===== config.mk =====
export PLATFORM = sky130hd
export DESIGN_NAME = hcr_regs_top
export DESIGN_NICKNAME = d
export VERILOG_FILES = /design/src/rtl/hcr_pkg.sv /design/src/rtl/hcr_cmd_decode.sv /design/src/rtl/hcr_sticky_bank.sv /design/src/rtl/hcr_reset_seq.sv /design/src/rtl/hcr_regs_top.sv
export SDC_FILE = /design/constraint.sdc
export NUM_CORES = 1
export LEC_CHECK = 0
export ABC_AREA = 1
export BUFFER_PORTS_ARGS = -buffer_cell sky130_fd_sc_hd__clkbuf_2
export CAP_MARGIN = 0
export CORE_ASPECT_RATIO = 0.8
export CORE_MARGIN = 10
export CORE_UTILIZATION = 38
export DETAILED_ROUTE_END_ITERATION = 10
export PLACE_DENSITY = 0.76
export REMOVE_ABC_BUFFERS = 1
export SETUP_SLACK_MARGIN = 0.2
export SLEW_MARGIN = 20
export SYNTH_ARGS = -nofsm -noshare
export SYNTH_HDL_FRONTEND = slang
export SYNTH_SLANG_ARGS = --single-unit

===== constraint.sdc =====
create_clock -name clk -period 1.7 [get_ports clk]
set_input_delay 0.085 -clock clk [delete_from_list [all_inputs] [get_ports clk]]
set_output_delay 0.085 -clock clk [all_outputs]
set_load 0.02 [all_outputs]

===== src/rtl/hcr_pkg.sv =====
package hcr_pkg;
  localparam int unsigned SOC_LSB = 16;
  localparam int unsigned SOC_W   = 2;
  localparam logic [6:0] CODE_CMDSTAT = 7'h02;
  localparam logic [6:0] CODE_INTSTAT = 7'h03;

  typedef enum logic [1:0] {
    RD_NONE    = 2'd0,
    RD_CMDSTAT = 2'd1,
    RD_INTSTAT = 2'd2
  } rd_sel_e;
endpackage


===== src/rtl/hcr_cmd_decode.sv =====
module hcr_cmd_decode
  import hcr_pkg::*;
(
  input  logic       cmd_valid,
  input  logic [7:0] cmd_code,
  input  logic       busy,
  output logic       rd_en,
  output rd_sel_e    rd_sel,
  output logic       wr_cmdstat,
  output logic       wr_intstat
);
  logic is_write;

  always_comb begin
    is_write   = cmd_code[7];
    rd_en      = cmd_valid && !is_write;
    rd_sel     = RD_NONE;
    wr_cmdstat = 1'b0;
    wr_intstat = 1'b0;
    // No access is decoded while a controller reset is running
    if (cmd_valid && !busy) begin
      unique case (cmd_code[6:0])
        CODE_CMDSTAT: begin
          if (is_write) wr_cmdstat = 1'b1;
          else          rd_sel     = RD_CMDSTAT;
        end
        CODE_INTSTAT: begin
          if (is_write) wr_intstat = 1'b1;
          else          rd_sel     = RD_INTSTAT;
        end
        default: rd_sel = RD_NONE;
      endcase
    end
  end
endmodule


===== src/rtl/hcr_sticky_bank.sv =====
module hcr_sticky_bank #(
  parameter int unsigned NEVT = 7
) (
  input  logic            clk,
  input  logic            rst,
  input  logic            wipe,
  input  logic [NEVT-1:0] evt,
  input  logic            clr_en,
  input  logic [NEVT-1:0] clr_mask,
  output logic [NEVT-1:0] status
);
  generate
    for (genvar i = 0; i < NEVT; i++) begin : g_bit
      always_ff @(posedge clk) begin
        if (rst || wipe) begin
          status[i] <= 1'b0;
        end else begin
          // A set in the same cycle as a clear wins
          status[i] <= (status[i] && !(clr_en && clr_mask[i])) || evt[i];
        end
      end
    end
  endgenerate
endmodule


===== src/rtl/hcr_reset_seq.sv =====
module hcr_reset_seq #(
  parameter int unsigned RST_CYCLES = 16
) (
  input  logic clk,
  input  logic rst,
  input  logic start,
  output logic busy
);
  localparam int unsigned CNT_W = $clog2(RST_CYCLES + 1);

  logic [CNT_W-1:0] remain;

  always_ff @(posedge clk) begin
    if (rst) begin
      busy   <= 1'b0;
      remain <= '0;
    end else if (!busy) begin
      if (start) begin
        busy   <= 1'b1;
        remain <= CNT_W'(RST_CYCLES - 1);
      end
    end else if (remain == '0) begin
      busy <= 1'b0;
    end else begin
      remain <= remain - 1'b1;
    end
  end
endmodule


===== src/rtl/hcr_regs_top.sv =====
module hcr_regs_top
  import hcr_pkg::*;
#(
  parameter int unsigned DATA_W     = 32,
  parameter int unsigned NEVT       = 7,
  parameter int unsigned OVR_BIT    = 0,
  parameter int unsigned RST_CYCLES = 16
) (
  input  logic              clk,
  input  logic              rst,
  input  logic              cmd_valid,
  input  logic [7:0]        cmd_code,
  input  logic [DATA_W-1:0] wr_data,
  output logic [DATA_W-1:0] rd_data,
  input  logic [NEVT-1:0]   evt_pulse,
  input  logic [NEVT-1:0]   int_en,
  input  logic              master_int_en,
  output logic              reset_busy,
  output logic              irq
);
  logic             rd_en;
  rd_sel_e          rd_sel;
  logic             wr_cmdstat;
  logic             wr_intstat;
  logic             start_rst;
  logic [NEVT-1:0]  status_q;
  logic [SOC_W-1:0] soc_q;
  logic [DATA_W-1:0] cmdstat_word;
  logic [DATA_W-1:0] intstat_word;
  logic             unused_wr_bits;

  assign unused_wr_bits = ^wr_data;

  hcr_cmd_decode u_dec (
    .cmd_valid  (cmd_valid),
    .cmd_code   (cmd_code),
    .busy       (reset_busy),
    .rd_en      (rd_en),
    .rd_sel     (rd_sel),
    .wr_cmdstat (wr_cmdstat),
    .wr_intstat (wr_intstat)
  );

  assign start_rst = wr_cmdstat && wr_data[0];

  hcr_reset_seq #(.RST_CYCLES(RST_CYCLES)) u_rst (
    .clk   (clk),
    .rst   (rst),
    .start (start_rst),
    .busy  (reset_busy)
  );

  hcr_sticky_bank #(.NEVT(NEVT)) u_bank (
    .clk      (clk),
    .rst      (rst),
    .wipe     (start_rst),
    .evt      (evt_pulse),
    .clr_en   (wr_intstat),
    .clr_mask (wr_data[NEVT-1:0]),
    .status   (status_q)
  );

  // Overrun count keeps advancing whether or not its status bit is set
  always_ff @(posedge clk) begin
    if (rst || start_rst) soc_q <= '0;
    else if (evt_pulse[OVR_BIT]) soc_q <= soc_q + 1'b1;
  end

  always_comb begin
    cmdstat_word = '0;
    cmdstat_word[SOC_LSB +: SOC_W] = soc_q;
    cmdstat_word[0] = reset_busy;
    intstat_word = '0;
    intstat_word[NEVT-1:0] = status_q;
  end

  always_ff @(posedge clk) begin
    if (rst) begin
      rd_data <= '0;
    end else if (rd_en) begin
      unique case (rd_sel)
        RD_CMDSTAT: rd_data <= cmdstat_word;
        RD_INTSTAT: rd_data <= intstat_word;
        default:    rd_data <= '0;
      endcase
    end
  end

  always_ff @(posedge clk) begin
    if (rst) irq <= 1'b0;
    else     irq <= master_int_en && |(status_q & int_en);
  end
endmodule


==> results of run 1 <==
-- where the power goes --
group / internal [uW] / total, uW / switching [uW]
clock network: 167 / 340 / 173
registers: 601 / 616 / 15.8
logic: 49.7 / 150 / 101
total: 818 / 1110 / 289
-- metrics by stage --
stage | power (uW) | TNS (ps) | instances
after detailed placement | 777 | 0 | 283
after global placement | 775 | 0 | 283
after CTS | 1120 | 0 | 287
after floorplan | 717 | -37.5 | 194
after global routing | 1160 | 0 | 290
final | 1110 | 0 | 290
-- logic make-up (layout without fill, tap and decap cells) --
logic type	Yosys count	count (layout)
other	1	23
adders and majority gates	3	3
and+or+nand+nor	93	93
AOI/OAI and AO/OA	25	26
DFF	25	25
buffers and inverters	52	78
-- layer usage --
metal / up-vias / global-route usage / routed length [um] / part of all wire
met5: - / 0 / 0 / 0
met4: 0 / 0.0318 / 36 / 0.010
met3: 2 / 0.0338 / 305 / 0.086
met2: 52 / 0.167 / 1690 / 0.48
met1: 538 / 0.121 / 1520 / 0.43
li1: 685 / - / - / -
-- worst paths after layout --
kind	cells after the start	slack, ps	endpoint
min reg2reg	2	470	rd_data[1]
max reg2reg	10	280	rd_data[0]
max	10	280	rd_data[0]
min	2	30	irq
-- repair_timing --
item / CTS / global route
endpoints found under the setup margin: 3 / 12
pin swaps: 0 / 5
resized for setup: 1 / 11
cloned: 0 / 1
buffers inserted: 0 / 2
-- synthesized netlist by cell type (2+ instances only) --
cell type / instances
dfxtp_1: 25
buf_4: 23
nand4_1: 3
ha_1: 3
nand3_1: 22
inv_1: 23
buf_6: 2
nor2_1: 12
a21oi_1: 21
nand2_1: 50
-- cell type report --
class,instances,area [um2],share of cell area
multi-input cells,145,729,0.432
flip-flops and latches,25,504,0.298
repair buffers,49,260,0.154
inverters,25,98.8,0.0585
well taps,42,52.6,0.0311
clock buffers,4,45.0,0.0266
-- sequential cells by signal, summed over array words and instances (netlist names) --
signal and flops:
rd_data 9, u_bank.status 7, u_rst.remain 5, soc_q 2
irq 1, u_rst.busy 1
-- critical path, delay by kind of cell (launching register included) --
| kind | cells | cell delay [ps] |
|---|---|---|
| adders and majority gates | 1 | 200 |
| buffers and inverters | 4 | 360 |
| and+or+nand+nor | 4 | 280 |
| DFF | 1 | 370 |
| AOI/OAI and AO/OA | 1 | 150 |
==> out/qor.csv, run 1 <==
stage,metric,value,unit
floorplanning,dieArea,0.00651,mm2
placed_design,io_buffers,43,
cts,cts_tree,built,
cts,clockBufferDepth,2,
cells_and_area,drive_gt1_frac,0.286,
routing,routed_via_density,4.40,
run,cap_violations,0,
logic_synthesis,synth_xor_area_frac,0,
floorplanning,rows,19,
cts,ctsHtreeMaxLevel,1,
logic_synthesis,synthArstFlopShare,0,
global_routing,antenna_found_initial,0,
routing,drtPass1Iterations,4,
logic_synthesis,yosysSeqAreaShare,0.358,
placed_design,dp.final_hpwl,2.80,mm
cells_and_area,area_growth,21.1,%
logic_synthesis,synth_top_cell_area_share,0.358,
cts,cts_buffers,3,
timing,period_needed,1420,ps
worst_setup_path,slowest_stage,dfxtp_4,
cells_and_area,antenna_cells,0,
routing,drtAntennaViolNets,0,
logic_synthesis,yosys.area_share.simple,0.293,
timing,hold_viol,0,
logic_synthesis,synth.area.mux_share,0,
cells_and_area,utilization,0.484,
floorplanning,die_y,74.2,um
cts,clock-sinks,25,
worst_setup_path,startpoint,u_rst.busy,
routing,vias,1277,
floorplanning,die_w,87.8,um
pwr,p_per_area,655,mW/mm2
worst_setup_path,setup.worst_path.end_class,register,
logic_synthesis,synth-edff-count,0,
placed_design,routabilityCongestion,0.824,
timing,max_freq,0.704,GHz
routing,wl_per_cell,12.2,um
placed_design,place_area,0.00157,mm2
logic_synthesis,synth_area,0.00140,mm2
logic_synthesis,synth_compound_area_frac,0.102,
global_routing,grt_pass1_vias,1184,
hold_path,min_path_type,primary input to register,
cells_and_area,fill_cells,354,
worst_setup_path,critPathKind,register to register,
timing,slew_viol_final,0,
cts,clkLatencyLatePin,260,ps
cells_and_area,design_area,0.00169,mm2
global_routing,grt_max_degree,14,
logic_synthesis,synthTopCellsByArea,"dfxtp_1 36%, nand2_1 13%, buf_4 12%, nand3_1 7.9%, a21oi_1 7.5%",
cts,clk_pin_slew,80,ps
global_routing,globalRouteOverflowTotal,0,
logic_synthesis,avgSynthCellArea,7.02,um2
logic_synthesis,synth_top_cell_by_area,dfxtp_1,
logic_synthesis,yosysWarnings,0,
global_routing,grtUsageTotal,0.101,
timing,setup_viol,0,
routing,route.detailed.drc,0,
pwr,p_leak,0.000880,uW
floorplanning,ios,92,
worst_setup_path,arrival,1610,ps
cts,cts_hold_buf,0,
worst_setup_path,r2r-start,u_rst.busy,
timing,setup_slack,279,ps
hold_path,min_from,master_int_en,
worst_setup_path,crit_path_start_kind,register,
timing,finalHoldWorstSlack,32.7,ps
status,status,completed,
worst_setup_path,crit_fanout,7,
worst_setup_path,cp.required,1890,ps
timing,skew,1.41,ps
logic_synthesis,netlist_instances,199,
floorplanning,core,0.00349,mm2
logic_synthesis,synth-seq-cells,25,
cells_and_area,fin_nets,310,
timing,post-route-period-util,0.836,
logic_synthesis,synth-adder-area-share,0.0269,
routing,wirelength,3.55,mm
logic_synthesis,synth_ff_type,dfxtp_1,
cells_and_area,final_cell_mix,"49 x nand2_1, 43 x clkbuf_2, 24 x dfxtp_1, 23 x conb_1, 21 x inv_1",
floorplanning,start_util,0.400,
logic_synthesis,synth_top_family_by_area,simple AND/OR/NAND/NOR gates,
cells_and_area,layout.cells.most_common,nand2_1,
worst_setup_path,crit_path_max_incr_delay,370,ps
pwr,ir_worst_vdd,0.358,mV
global_routing,grt_pass1_wl,5.34,mm
logic_synthesis,yosys.cell_types.count,25,
timing,rsz0062_at_grt,no,
routing,drtIter0Drc,61,
cts,cts-root-buf,clkbuf_8,
worst_setup_path,path_cells,"inv_6, nand3_4, inv_2, ha_4, inv_2, nand2_1, nor2_1, buf_4, nand2_1, a31oi_1",
placed_design,place_ws,123,ps
(Power assumes the default switching activity.)
==> run 2: changes to the inputs <==
Clock period 1.7 ns to 1.25 ns, I/O delays scaled along.
==> run 2 against run 1 <==
  * The run now ends with setup timing left
  * Design area rose by 15%
  * Hold slack got worse by 31 ps
  * Clock-buffer cell count fell by 1
  * Via count rose by 9.7%
  * Die area did not move
  * Clock skew rose by 0.68 ps
  * Highest routed layer unchanged
  * Sequential cell count did not move
  * Largest power group unchanged
  * Sequential power rose by 37%
  * Final cell count rose by 6.2%
==> out/qor.csv, run 2 (synthesis gave the netlist of run 1 again) <==
stage,metric,value,unit
status,status,"finished, violations left",
status,violations,setup timing,
timing,skew,2.09,ps
cts,clock-sinks,25,
cells_and_area,multi_input_area,822,um2
timing,post-route-period-util,1.08,
hold_path,min_path_type,primary input to register,
worst_setup_path,slowest_stage,dfxtp_2,
cells_and_area,area_growth,39.2,%
cts,clk_pin_slew,90,ps
global_routing,grtUsageTotal,0.127,
cells_and_area,largest_reg_flops,9,
floorplanning,die_y,74.2,um
cts,clockBufferDepth,2,
timing,slew_viol_final,0,
worst_setup_path,cp.required,1470,ps
floorplanning,dieArea,0.00651,mm2
timing,finalHoldWorstSlack,1.41,ps
timing,hold_viol,0,
cells_and_area,seq_area,502,um2
pwr,comb_power_share,0.153,
cts,ctsHtreeMaxLevel,1,
floorplanning,ios,92,
cells_and_area,fin_nets,328,
cells_and_area,layout.cells.most_common,nand2_1,
routing,drtIter0Drc,105,
routing,route.detailed.drc,0,
routing,drtAntennaViolNets,0,
cells_and_area,stdcell_count,308,
cells_and_area,final_cell_mix,"46 x nand2_1, 42 x clkbuf_2, 24 x dfxtp_1, 23 x conb_1, 19 x inv_1",
worst_setup_path,crit_fanout,7,
routing,routed_via_density,4.55,
worst_setup_path,setup.worst_path.end_class,register,
worst_setup_path,path_cells,"inv_6, nand3_4, inv_4, ha_4, inv_2, nand2_1, nor2_1, buf_4, nand2_1, a21oi_1",
pwr,p_per_area,821,mW/mm2
cells_and_area,reg_top3,"rd_data: 9 flops, u_bank.status: 7 flops, u_rst.remain: 5 flops",
cells_and_area,regMostFlops,rd_data,
cells_and_area,drive_gt1_frac,0.380,
pwr,power_frac_seq,0.528,
cells_and_area,fill_cells,325,
run,cap_violations,0,
global_routing,grt_pass1_vias,1434,
cells_and_area,design_area,0.00194,mm2
floorplanning,start_util,0.400,
global_routing,grt_pass1_wl,6.69,mm
placed_design,io_buffers,43,
worst_setup_path,critPathKind,register to register,
worst_setup_path,crit_path_start_kind,register,
timing,setup_tns,-830,ps
routing,vias,1401,
cells_and_area,antenna_cells,0,
pwr,ir_worst_vdd,0.453,mV
pwr,p_leak,0.000973,uW
pwr,clkPwrFrac,0.319,
worst_setup_path,cp_common_cell,nand2_1,
timing,rsz0062_at_grt,yes,
floorplanning,core,0.00349,mm2
routing,drtPass1Iterations,6,
placed_design,dp.final_hpwl,2.96,mm
timing,setup_slack,-106,ps
worst_setup_path,crit_path_max_incr_delay,350,ps
global_routing,grt_max_degree,16,
cts,cts_tree,built,
placed_design,place_area,0.00167,mm2
placed_design,placed_cells,296,
placed_design,routabilityCongestion,0.803,
worst_setup_path,r2r_slack,-110,ps
floorplanning,rows,19,
timing,setup_viol,11,
cts,clkLatencyLatePin,270,ps
routing,wl_per_cell,13.4,um
cells_and_area,utilization,0.556,
floorplanning,die_w,87.8,um
worst_setup_path,arrival,1570,ps
routing,wirelength,4.14,mm
cts,cts-root-buf,clkbuf_8,
cts,cts_buffers,3,
timing,period_needed,1360,ps
global_routing,antenna_found_initial,0,
global_routing,globalRouteOverflowTotal,0,
pwr,p_int,1140,uW
pwr,p_switching,455,uW
timing,max_freq,0.737,GHz
pwr,p_sw_frac,0.285,
run 2: changes by cell type in the layout (fill, tap and decap cells not counted), sizes merged:
| cell | change |
|---|---|
| clkbuf | -1 |
| clkinvlp | +1 |
| dlygate4sd3 | +5 |
| buf | +13 |
run 2: final timing paths:
| kind | start | depth (start not counted) | end |
|---|---|---|---|
| min reg2reg | rd_data[6] | 2 | rd_data[6] |
| min | evt_pulse[6] | 3 | u_bank.status[6] |
| max | u_rst.busy | 10 | rd_data[2] |
| max reg2reg | u_rst.busy | 10 | rd_data[2] |
run 2: power by group through the flow:
stage	combinational (uW)	clock (uW)	sequential (uW)
after floorplan	123	0	853
after global placement	214	0	858
after detailed placement	216	0	858
after CTS	239	513	841
after global routing	272	543	844
final	245	509	842
run 2: cell type report:
class / instances / area share
clock inverter: 1 / 0.00386
multi-input combinational: 145 / 0.423
clock buffer: 3 / 0.0212
inverter: 25 / 0.0521
tap: 42 / 0.0270
sequential: 25 / 0.258
timing repair buffer: 67 / 0.215
run 2: what timing repair did:
action | 4_1_cts | 5_1_grt
pin swaps | 9 | 0
hold buffers | 5 | 0
gates resized for setup | 34 | 4
endpoints found under the setup margin | 25 | 25
buffers inserted | 1 | 0
gates cloned | 2 | 0
endpoints found under the hold margin | 5 | 0
run 2: worst max-delay path: cells and delay by family (launching register included):
family	cells	cell delay, ps
compound gates	1	110
fa+ha+maj	1	200
buf+inv	4	340
flops	1	350
simple gates	4	280
run 2: per-layer routing:
layer  share of wire  GRT usage  wire [um]
met4           0.030     0.0671        123
met2            0.47      0.210       1950
met3           0.087     0.0295        360
met5               0          0          0
met1            0.41      0.150       1700
run 2: stage by stage:
stage | setup slack, ps | total power [uW]
after floorplan | -487 | 976
after global placement | -215 | 1070
after global routing | -233 | 1660
after detailed placement | -255 | 1070
final | -106 | 1600
after CTS | -99.2 | 1590
==> run 3: changes to the inputs <==
Settings changed: HOLD_SLACK_MARGIN set to 0.05.
==> run 3 against run 2 <==
  * Largest power group unchanged
  * The run still ends with setup timing left
  * Wire length is 0.75% higher
  * Clock power about the same
  * Design area increased by 1.5%
  * Via count increased by 1.4%
  * Sequential share of layout area down 0.39 points
==> out/qor.csv, run 3 (synthesis gave the netlist of run 1 again) <==
stage,metric,value,unit
status,status,"finished, violations left",
status,violations,setup timing,
placed_design,place_area,0.00167,mm2
placed_design,io_buffers,43,
cells_and_area,drive_gt1_frac,0.375,
timing,setup_viol,11,
pwr,p_switching,456,uW
worst_setup_path,crit_fanout,7,
routing,route.detailed.drc,0,
worst_setup_path,cp.required,1470,ps
floorplanning,die_y,74.2,um
hold_path,min_from,wr_data[2],
routing,wl_per_cell,13.4,um
cts,clk_pin_slew,90,ps
placed_design,placed_cells,296,
worst_setup_path,r2r-start,u_rst.busy,
cells_and_area,design_area,0.00197,mm2
worst_setup_path,critPathKind,register to register,
placed_design,dp.final_hpwl,2.96,mm
worst_setup_path,crit_path_start_kind,register,
global_routing,met3_usage,0.0273,
cts,clock-sinks,25,
pwr,p_leak,0.000985,uW
cts,ctsHtreeMaxLevel,1,
timing,setup_slack,-107,ps
cts,cts_tree,built,
floorplanning,start_util,0.400,
worst_setup_path,ff2ff_path_depth,10,
global_routing,antenna_found_initial,0,
cells_and_area,stdcell_count,311,
cts,clkLatencyLatePin,270,ps
hold_path,holdPathStages,4,
global_routing,grtUsageTotal,0.127,
worst_setup_path,path_cells,"inv_6, nand3_4, inv_4, ha_4, inv_2, nand2_1, nor2_1, buf_4, nand2_1, a21oi_1",
placed_design,routabilityCongestion,0.803,
cells_and_area,layout.cells.most_common,nand2_1,
cts,cts_buffers,3,
timing,period_needed,1360,ps
cts,clockBufferDepth,2,
worst_setup_path,setup.worst_path.end_class,register,
pwr,p_sw_frac,0.285,
cells_and_area,final_cell_mix,"46 x nand2_1, 42 x clkbuf_2, 24 x dfxtp_1, 23 x conb_1, 19 x inv_1",
timing,slew_viol_final,0,
floorplanning,ios,92,
routing,vias,1421,
worst_setup_path,arrival,1570,ps
pwr,finalPower,1600,uW
pwr,power_frac_seq,0.525,
routing,drtPass1Iterations,4,
cells_and_area,fill_cells,319,
worst_setup_path,crit_path_max_incr_delay,350,ps
global_routing,met2_usage,0.210,
pwr,comb_power_share,0.157,
global_routing,grt_use_met1,0.153,
cells_and_area,fin_nets,331,
worst_setup_path,slowest_stage,dfxtp_2,
cells_and_area,area_growth,41.4,%
routing,drtAntennaViolNets,0,
timing,max_freq,0.737,GHz
pwr,ir_worst_vdd,0.457,mV
cells_and_area,utilization,0.565,
cts,cts-root-buf,clkbuf_8,
cells_and_area,largest_reg_flops,9,
timing,rsz0062_at_grt,yes,
timing,post-route-period-util,1.09,
floorplanning,die_w,87.8,um
global_routing,globalRoute.busiestLayer,met2,
pwr,p_int,1150,uW
global_routing,grt_max_degree,16,
run,cap_violations,0,
worst_setup_path,r2r-end,rd_data[2],
hold_path,worstHoldEndpoint,u_bank.status[2],
global_routing,grt_pass1_wl,6.73,mm
pwr,clkPwrFrac,0.318,
global_routing,globalRouteOverflowTotal,0,
floorplanning,core,0.00349,mm2
routing,wirelength,4.17,mm
timing,skew,2.09,ps
cells_and_area,reg_top3,"rd_data: 9 flops, u_bank.status: 7 flops, u_rst.remain: 5 flops",
floorplanning,dieArea,0.00651,mm2
worst_setup_path,cp_common_cell,nand2_1,
routing,drtIter0Drc,122,
cells_and_area,antenna_cells,0,
cells_and_area,regMostFlops,rd_data,
pwr,p_per_area,812,mW/mm2
hold_path,min_path_type,primary input to register,
timing,hold_viol,0,
global_routing,grt_pass1_vias,1448,
worst_setup_path,r2r_slack,-110,ps
cells_and_area,multi_input_area,822,um2
floorplanning,rows,19,
cells_and_area,seq_area,502,um2
routing,routed_via_density,4.57,
-- run 3: cell type report --
| cell class | instances | area share |
|---|---|---|
| Clock buffer | 3 | 0.0209 |
| Multi-Input combinational cell | 145 | 0.416 |
| Tap cell | 42 | 0.0266 |
| Sequential cell | 25 | 0.254 |
| Inverter | 25 | 0.0513 |
| Clock inverter | 1 | 0.00380 |
| Timing Repair Buffer | 70 | 0.227 |
-- run 3: through the flow --
step                hold slack (ps)  TNS [ps]  worst slack, ps
floorplan                       132     -4270             -487
global placement                286     -1460             -215
detailed placement              288     -1810             -255
CTS                            67.5      -667            -99.2
global route                   72.7     -2080             -233
finish                         68.5      -825             -107
-- run 3: routing by layer --
layer  up-vias  part of all wire
li1        727                 -
met1       624              0.41
met2        60              0.47
met3        10             0.087
met4         0             0.030
met5         -                 0
-- run 3: critical path: cells and delay by family (launching register included) --
kind | cells | cell delay, ps
flops | 1 | 350
compound gates | 1 | 110
simple gates | 4 | 280
buf+inv | 4 | 340
fa+ha+maj | 1 | 200
-- run 3: worst max path at each step --
stage,end,slack [ps],start,cells past startpoint
floorplan,rd_data[0],-490,u_rst.busy,9
global placement,rd_data[0],-210,cmd_code[3],13
detailed placement,rd_data[0],-260,cmd_code[3],12
CTS,rd_data[6],-100,u_rst.busy,10
global route,rd_data[0],-230,u_rst.busy,10
finish,rd_data[2],-110,u_rst.busy,10
-- run 3: what timing repair did --
| item | CTS | global route |
|---|---|---|
| buffers inserted | 1 | 0 |
| pin swaps | 9 | 0 |
| cloned | 2 | 0 |
| gates resized for setup | 34 | 4 |
| hold buffers | 8 | 0 |
| hold endpoints to repair | 8 | 0 |
| setup endpoints to repair | 25 | 25 |
-- run 3: power groups by stage --
stage / registers (uW) / clock network, uW / logic, uW
after floorplan: 853 / 0 / 123
after global placement: 858 / 0 / 214
after detailed placement: 858 / 0 / 216
after CTS: 841 / 513 / 246
after global routing: 844 / 543 / 280
final: 842 / 509 / 252
